==> src/rtl/sdram_pw_pkg.sv <==
package sdram_pw_pkg;
  typedef enum logic [2:0] {
    ST_IDLE, ST_ACT, ST_RCD, ST_DATA, ST_BST, ST_WREC, ST_PRE
  } pw_state_e;

  // {cs_n, ras_n, cas_n, we_n}
  typedef enum logic [3:0] {
    CMD_NOP   = 4'b0111,
    CMD_ACT   = 4'b0011,
    CMD_WRITE = 4'b0100,
    CMD_BST   = 4'b0110,
    CMD_PRE   = 4'b0010
  } sd_cmd_e;
endpackage

==> src/rtl/pw_down_cnt.sv <==
module pw_down_cnt #(
  parameter int W = 4
) (
  input  logic         clk_i,
  input  logic         rst_ni,
  input  logic         load_i,
  input  logic [W-1:0] val_i,
  input  logic         dec_i,
  output logic [W-1:0] cnt_o,
  output logic         last_o
);
  always_ff @(posedge clk_i or negedge rst_ni) begin
    if (!rst_ni)                    cnt_o <= '0;
    else if (load_i)                cnt_o <= val_i;
    else if (dec_i && cnt_o != '0)  cnt_o <= cnt_o - 1'b1;
  end

  assign last_o = (cnt_o == W'(1));


  cnt_step_chk: assert property (@(posedge clk_i) disable iff (!rst_ni)
    (dec_i && !load_i && cnt_o != '0) |=> cnt_o == $past(cnt_o) - 1'b1);
endmodule

==> src/rtl/pw_col_map.sv <==
module pw_col_map #(
  parameter int COL_W  = 10,
  parameter int ADDR_W = 12
) (
  input  logic              clk_i,
  input  logic              rst_ni,
  input  logic              load_i,
  input  logic [COL_W-1:0]  start_i,
  input  logic              adv_i,
  output logic [COL_W-1:0]  col_o,
  output logic [ADDR_W-1:0] addr_o
);
  always_ff @(posedge clk_i or negedge rst_ni) begin
    if (!rst_ni)     col_o <= '0;
    else if (load_i) col_o <= start_i;
    else if (adv_i)  col_o <= col_o + 1'b1; // natural wrap within the row
  end

  // column bits skip A10, which stays low (no auto-precharge)
  always_comb begin
    addr_o = '0;
    for (int i = 0; i < COL_W; i++) addr_o[(i < 10) ? i : i + 1] = col_o[i];
  end


  col_wrap_chk: assert property (@(posedge clk_i) disable iff (!rst_ni)
    (adv_i && !load_i) |=> col_o == COL_W'($past(col_o) + 1'b1));
endmodule

==> src/rtl/sdram_page_writer.sv <==
module sdram_page_writer
  import sdram_pw_pkg::*;
#(
  parameter int BANK_W    = 2,
  parameter int ADDR_W    = 12,
  parameter int COL_W     = 10,
  parameter int DATA_W    = 8,
  parameter int T_RCD     = 3,
  parameter int T_WR      = 3,
  parameter bit PRECHARGE = 1'b1
) (
  input  logic              clk_i,
  input  logic              rst_ni,
  input  logic              req_valid_i,
  output logic              req_ready_o,
  input  logic [BANK_W-1:0] req_bank_i,
  input  logic [ADDR_W-1:0] req_row_i,
  input  logic [COL_W-1:0]  req_col_i,
  input  logic [COL_W+1:0]  req_len_i,
  input  logic              wr_valid_i,
  input  logic [DATA_W-1:0] wr_data_i,
  output logic              wr_ready_o,
  output logic              busy_o,
  output logic              sd_cke_o,
  output logic              sd_cs_no,
  output logic              sd_ras_no,
  output logic              sd_cas_no,
  output logic              sd_we_no,
  output logic [BANK_W-1:0] sd_ba_o,
  output logic [ADDR_W-1:0] sd_addr_o,
  output logic [DATA_W-1:0] sd_dq_o,
  output logic              sd_dq_oe_o,
  output logic              sd_dqm_o
);
  localparam int LEN_W   = COL_W + 2;
  localparam int PAGE    = 1 << COL_W;
  localparam int TWR_EFF = (T_WR < 2) ? 2 : T_WR;
  localparam int WR_GAP  = TWR_EFF - 2;
  localparam int WT_MAX  = (T_RCD > TWR_EFF) ? T_RCD : TWR_EFF;
  localparam int WT_W    = $clog2(WT_MAX + 1);

  pw_state_e         state_q, state_d;
  logic [BANK_W-1:0] bank_q;
  logic [ADDR_W-1:0] row_q;
  logic              first_q, cke_q;
  logic [LEN_W-1:0]  len_eff;
  logic              accept;
  logic              wt_load, wt_dec, wt_last, wd_last;
  logic [WT_W-1:0]   wt_val, wt_cnt;
  logic [LEN_W-1:0]  wd_cnt;
  logic [COL_W-1:0]  col;
  logic [ADDR_W-1:0] col_addr;
  sd_cmd_e           cmd;

  assign accept  = req_valid_i && (state_q == ST_IDLE);
  assign len_eff = (req_len_i == '0 || req_len_i > LEN_W'(PAGE)) ? LEN_W'(PAGE) : req_len_i;

  always_comb begin
    state_d = state_q;
    wt_load = 1'b0;
    wt_val  = '0;
    wt_dec  = 1'b0;
    unique case (state_q)
      ST_IDLE: if (accept) state_d = ST_ACT;
      ST_ACT: begin
        wt_load = 1'b1;
        wt_val  = WT_W'(T_RCD - 1);
        state_d = (T_RCD <= 1) ? ST_DATA : ST_RCD;
      end
      ST_RCD: begin
        wt_dec = 1'b1;
        if (wt_last) state_d = ST_DATA;
      end
      ST_DATA: if (wd_last) state_d = ST_BST;
      ST_BST: begin
        wt_load = 1'b1;
        wt_val  = WT_W'(WR_GAP);
        if (WR_GAP > 0)     state_d = ST_WREC;
        else if (PRECHARGE) state_d = ST_PRE;
        else                state_d = ST_IDLE;
      end
      ST_WREC: begin
        wt_dec = 1'b1;
        if (wt_last) state_d = PRECHARGE ? ST_PRE : ST_IDLE;
      end
      ST_PRE:  state_d = ST_IDLE;
      default: state_d = ST_IDLE;
    endcase
  end

  always_ff @(posedge clk_i or negedge rst_ni) begin
    if (!rst_ni) begin
      state_q <= ST_IDLE;
      bank_q  <= '0;
      row_q   <= '0;
      first_q <= 1'b0;
      cke_q   <= 1'b0;
    end else begin
      state_q <= state_d;
      cke_q   <= 1'b1;
      if (accept) begin
        bank_q  <= req_bank_i;
        row_q   <= req_row_i;
        first_q <= 1'b1;
      end else if (state_q == ST_DATA) begin
        first_q <= 1'b0;
      end
    end
  end

  pw_down_cnt #(.W(WT_W)) u_wait (
    .clk_i, .rst_ni, .load_i(wt_load), .val_i(wt_val), .dec_i(wt_dec),
    .cnt_o(wt_cnt), .last_o(wt_last)
  );

  pw_down_cnt #(.W(LEN_W)) u_words (
    .clk_i, .rst_ni, .load_i(accept), .val_i(len_eff),
    .dec_i(state_q == ST_DATA), .cnt_o(wd_cnt), .last_o(wd_last)
  );

  pw_col_map #(.COL_W(COL_W), .ADDR_W(ADDR_W)) u_col (
    .clk_i, .rst_ni, .load_i(accept), .start_i(req_col_i),
    .adv_i(state_q == ST_DATA), .col_o(col), .addr_o(col_addr)
  );

  always_comb begin
    cmd       = CMD_NOP;
    sd_addr_o = '0;
    unique case (state_q)
      ST_ACT:  begin cmd = CMD_ACT; sd_addr_o = row_q; end
      ST_DATA: begin cmd = first_q ? CMD_WRITE : CMD_NOP; sd_addr_o = col_addr; end
      ST_BST:  cmd = CMD_BST;
      ST_PRE:  cmd = CMD_PRE; // A10 low: this bank only
      default: cmd = CMD_NOP;
    endcase
  end

  assign {sd_cs_no, sd_ras_no, sd_cas_no, sd_we_no} = cmd;
  assign sd_cke_o    = cke_q;
  assign sd_ba_o     = bank_q;
  assign sd_dq_o     = wr_data_i;
  assign sd_dq_oe_o  = (state_q == ST_DATA);
  assign wr_ready_o  = (state_q == ST_DATA);
  assign sd_dqm_o    = (state_q != ST_DATA) || !wr_valid_i;
  assign busy_o      = (state_q != ST_IDLE);
  assign req_ready_o = (state_q == ST_IDLE);

  // timing monitors for the checks below
  logic [$clog2(T_RCD+1)-1:0]   since_act;
  logic [$clog2(TWR_EFF+1)-1:0] since_dq;
  always_ff @(posedge clk_i or negedge rst_ni) begin
    if (!rst_ni) begin
      since_act <= '0;
      since_dq  <= '0;
    end else begin
      if (cmd == CMD_ACT) since_act <= 1;
      else if (since_act != T_RCD) since_act <= since_act + 1'b1;
      if (sd_dq_oe_o) since_dq <= 1;
      else if (since_dq != TWR_EFF) since_dq <= since_dq + 1'b1;
    end
  end


  accept_act_chk: assert property (@(posedge clk_i) disable iff (!rst_ni)
    (req_valid_i && req_ready_o) |=> cmd == CMD_ACT);

  write_rcd_chk: assert property (@(posedge clk_i) disable iff (!rst_ni)
    (cmd == CMD_WRITE) |-> since_act >= T_RCD);

  bst_place_chk: assert property (@(posedge clk_i) disable iff (!rst_ni)
    (cmd == CMD_BST) |-> $past(sd_dq_oe_o));

  pre_recovery_chk: assert property (@(posedge clk_i) disable iff (!rst_ni)
    (cmd == CMD_PRE) |-> (since_dq >= T_WR && !sd_dq_oe_o));

  busy_start_chk: assert property (@(posedge clk_i) disable iff (!rst_ni)
    $rose(busy_o) |-> cmd == CMD_ACT);
endmodule

==> config.mk <==
export PLATFORM = sky130hd
export DESIGN_NAME = sdram_page_writer
export DESIGN_NICKNAME = d
export VERILOG_FILES = /design/src/rtl/sdram_pw_pkg.sv /design/src/rtl/pw_down_cnt.sv /design/src/rtl/pw_col_map.sv /design/src/rtl/sdram_page_writer.sv
export SDC_FILE = /design/constraint.sdc
export NUM_CORES = 1
export LEC_CHECK = 0
export BUFFER_PORTS_ARGS = -buffer_cell sky130_fd_sc_hd__buf_2
export CORE_MARGIN = 4
export CORE_UTILIZATION = 45
export DETAILED_ROUTE_END_ITERATION = 8
export PLACE_DENSITY = 0.84
export SLEW_MARGIN = 40
export SYNTH_ARGS = -nofsm -noshare
export SYNTH_HDL_FRONTEND = slang
export SYNTH_SLANG_ARGS = --single-unit
==> constraint.sdc <==
create_clock -name clk_i -period 1.8 [get_ports clk_i]
set_clock_uncertainty 0.05 [all_clocks]
set_input_delay 0.18 -clock clk_i [delete_from_list [all_inputs] [get_ports clk_i]]
set_output_delay 0.18 -clock clk_i [all_outputs]
set_load 0.02 [all_outputs]
==> summary.md <==
| Metric | Value |
|---|---|
| Post-detail-place hpwl | about 5200 um |
| Final period util | 104% |
| Core ar. | between 0.005 and 0.006 mm^2 |
| CTS tree | built |
| DR pass1 iterations | 4 |
| Required @ worst endpoint | 1.94 ns |
| Final Hold Fails | 0 |
| Fin area | between 0.003 and 0.004 mm^2 |
| Post-route ant nets | 0 |
| Filler cell count | 444 |
| Tightest Pin Transition | approximately 0.55 ns |
| Final Max Tran Viols | 0 |
| Synthesized cell area | between 0.002 and 0.003 mm^2 |
| Synth unique cells | 56 |
| Initial core utilization | between 40% and 50% |
| Final worst slack | -0.0715 ns |
| Share of flip-flops with an asynchronous set or reset | between 90% and 100% |
| Switching pwr | approximately 2.7 mW |
| Total CTS buffers | 5 |
| Setup violators final | 19 |
| Crit path max fanout | 4 |
| Final core occ | roughly 65% |
| Placement Cell Area | ~0.0031 mm^2 |
| Critical Path Source Type | register |
| Synthesis-to-layout area growth | 39.1% |
| Final GP Congestion | between 0.9 and 1 |
| Worst slew margin | a little over three fifths |
| Clock-pin slew on the worst setup and hold paths | approximately 0.08 ns |
| Logic gate share of total power | between 50% and 60% |
| Share of cells above drive strength 1 | 38.2% |
| Fin nets | roughly 450 |
| RSZ-0062 raised after global routing | true |
| First-pass GRT wire length | approximately 13000 um |
| Hold Crit Class | in2reg |
| Register area share after synthesis | just over 40% |
| PwrDens | between 1500 and 2000 mW/mm^2 |
| Clk buf depth | 2 |
| Critical path type | reg2reg |
| Std cell rows | 27 |
| Routed vias | 2603 |
| Syn. warnings | 0 |
| Die X | approximately 84 um |
| Peak supply drop | about 1.1 mV |
| Area taken by multi-input logic gates | between 0.001 and 0.0015 mm^2 |
| Status | finished, violations left |
| Htree depth | 2 |
| Global route total overflow | 0 |
| Boundary pin count | 80 |
| Register area | 0.00108 mm^2 |
| Fmax | about 530 MHz |
| Syn Inst Count | 299 |
| Die extent in y | 84.3 um |
| Internal Power | approximately 3.8 mW |
| Vias in the first global route | 2747 |
| Clock Sinks | 43 |
| Initial DRC count | ~140 |
| Antenna cells | 0 |
| Max cap viols | 0 |
| Power Total | between 6 and 7 mW |
| Number of synthesized flops with an enable pin | 0 |
| Failing checks | negative setup slack |
| Avg Cell Area, Syn | between 8 and 9 um^2 |
| Routed wire length | 7660 um |
| CP endpoint kind | register |
| Reg power frac | 27.4% |
| WL/cell | approximately 16 um |
| Largest net degree at the start of global routing | 44 |
| Most frequent cells in the layout | nand2_1 (65), buf_2 (47), dfrtp_1 (43), buf_4 (36), buf_6 (24) |
| Top_reg_cell synth | dfrtp_1 |
| Switch share | 42.0% |
| Initial antenna violation count | 0 |
| Post-DR vias/cell | around 5.6 |
| Die ar. | between 0.007 and 0.008 mm^2 |
| Seq cells post-synth | 43 |
| Root Driver | clkbuf_8 |
| Worst Path Arrival | ~2.0 ns |
| Min Tclk post-route | 1.87 ns |
| Part of the power in the clock network | a little over an eighth |
| Leak | approximately 1.7 nW |
| Clock Latency Late Sink | 0.30 ns |
| Buffers added on ports | 62 |
| Most common cell after layout, fill and taps aside | nand2_1 |
| GR Util All Layers | a little over a fifth |
| Mapped Nets | approximately 350 |
| Remaining DRCs | 0 |
registers in the layout (all words and copies together), names as in the netlist:
register	count
u_words.cnt_o	12
row_q	12
sd_ba_o	2
state_q	3
u_col.col_o	10
u_wait.cnt_o	2
first_q	1
sd_cke_o	1
worst paths after layout:
kind | start | to | slack [ns] | cells past startpoint
setup / recovery | state_q[1] | u_words.cnt_o[11] | -0.07 | 7
hold / removal | req_row_i[11] | row_q[11] | 0.02 | 3
setup reg to reg | state_q[1] | u_words.cnt_o[11] | -0.07 | 7
hold reg to reg | row_q[4] | row_q[4] | 0.43 | 2
max in group asynchronous | rst_ni | state_q[2] | 0.88 | 3
min in group asynchronous | rst_ni | u_words.cnt_o[10] | 0.43 | 3
stage by stage:
step / setup WS, ns / instances / TNS, ns / hold WS [ns]
final: -0.0715 / 465 / -0.821 / 0.0185
after global routing: -0.134 / 465 / -2.30 / 0.0290
after CTS: -0.0995 / 462 / -0.802 / 0.0113
after detailed placement: -0.0485 / 444 / -0.0867 / 0.239
after global placement: -0.0165 / 444 / -0.0165 / 0.240
after floorplan: 0.0254 / 299 / 0 / -0.166
critical path, stage by stage (launching register included):
cell and delay, ns:
dfrtp_1 0.42, buf_4 0.17, nand3b_4 0.12, buf_4 0.17
buf_4 0.14, a2111oi_4 0.39, a21oi_1 0.12, a31o_1 0.20
power groups by stage:
stage | Clock, mW | Sequential, mW | Combinational [mW]
after detailed placement | 0 | 1.77 | 3.10
after global routing | 0.940 | 1.84 | 4.22
after global placement | 0 | 1.74 | 3.01
after floorplan | 0 | 1.77 | 2.01
final | 0.892 | 1.78 | 3.85
after CTS | 0.907 | 1.76 | 3.50
cells in the mapped netlist (2+ instances only):
cell type	count	area (um^2)
nand2_1	68	255
dfrtp_1	43	1080
nor2_1	25	93.8
a22o_1	11	96.3
o21ai_0	11	55.1
buf_4	10	75.1
a21oi_1	8	40.0
inv_1	8	30.0
nand3_1	8	40.0
buf_2	7	35.0
nor3_1	7	35.0
clkbuf_1	6	22.5
ha_1	6	75.1
a221o_1	4	40.0
a22oi_1	4	30.0
nand2b_1	4	25.0
nor4_1	4	25.0
a211o_1	3	26.3
a211oi_1	3	22.5
a31oi_1	3	18.8
a41oi_1	3	26.3
and2_1	3	18.8
o211ai_1	3	22.5
o31ai_1	3	22.5
or3_1	3	18.8
or4_1	3	22.5
a21o_1	2	15.0
a311o_1	2	20.0
and3_1	2	12.5
conb_1	2	7.51
nand4_1	2	12.5
nor3b_1	2	15.0
or2_2	2	12.5
xnor2_1	2	17.5
per-layer routing:
layer | share of wire [%] | GRT usage [%] | vias to the layer above
met3 | 7.7 | 5.10 | 10
met4 | 1.0 | 7.02 | 0
met5 | 0 | 0 | -
met2 | 50 | 38.5 | 121
li1 | - | - | 1253
met1 | 41 | 26.1 | 1219
kinds of logic (layout without fill, tap and decap cells):
group / after synthesis / in the layout / share of synthesized area, %
adders and majority gates: 6 / 6 / 2.87
buffers and inverters: 32 / 126 / 6.36
AOI/OAI and AO/OA: 69 / 69 / 20.5
DFF: 43 / 43 / 41.1
and+or+nand+nor: 144 / 144 / 27.8
other: 2 / 2 / 0.287
muxes: 1 / 1 / 0.430
xor gates and xnor gates: 2 / 2 / 0.669
area by class of cell:
type | count | share of cell area (%)
sequential | 43 | 29.6
timing repair buffer | 109 | 22.1
clock buffer | 6 | 1.99
clock inverter | 2 | 1.65
multi-input combinational | 224 | 41.0
tap | 72 | 2.48
inverter | 9 | 1.13
timing repair:
action | 4_1_cts | 5_1_grt
resized for setup | 42 | 36
cloned | 1 | 0
setup endpoints to repair | 28 | 31
hold buffers | 1 | 0
hold endpoints to repair | 43 | 0
pin swaps | 13 | 11
buffers inserted | 8 | 4
No activity file was read; power rests on OpenSTA's default activity.
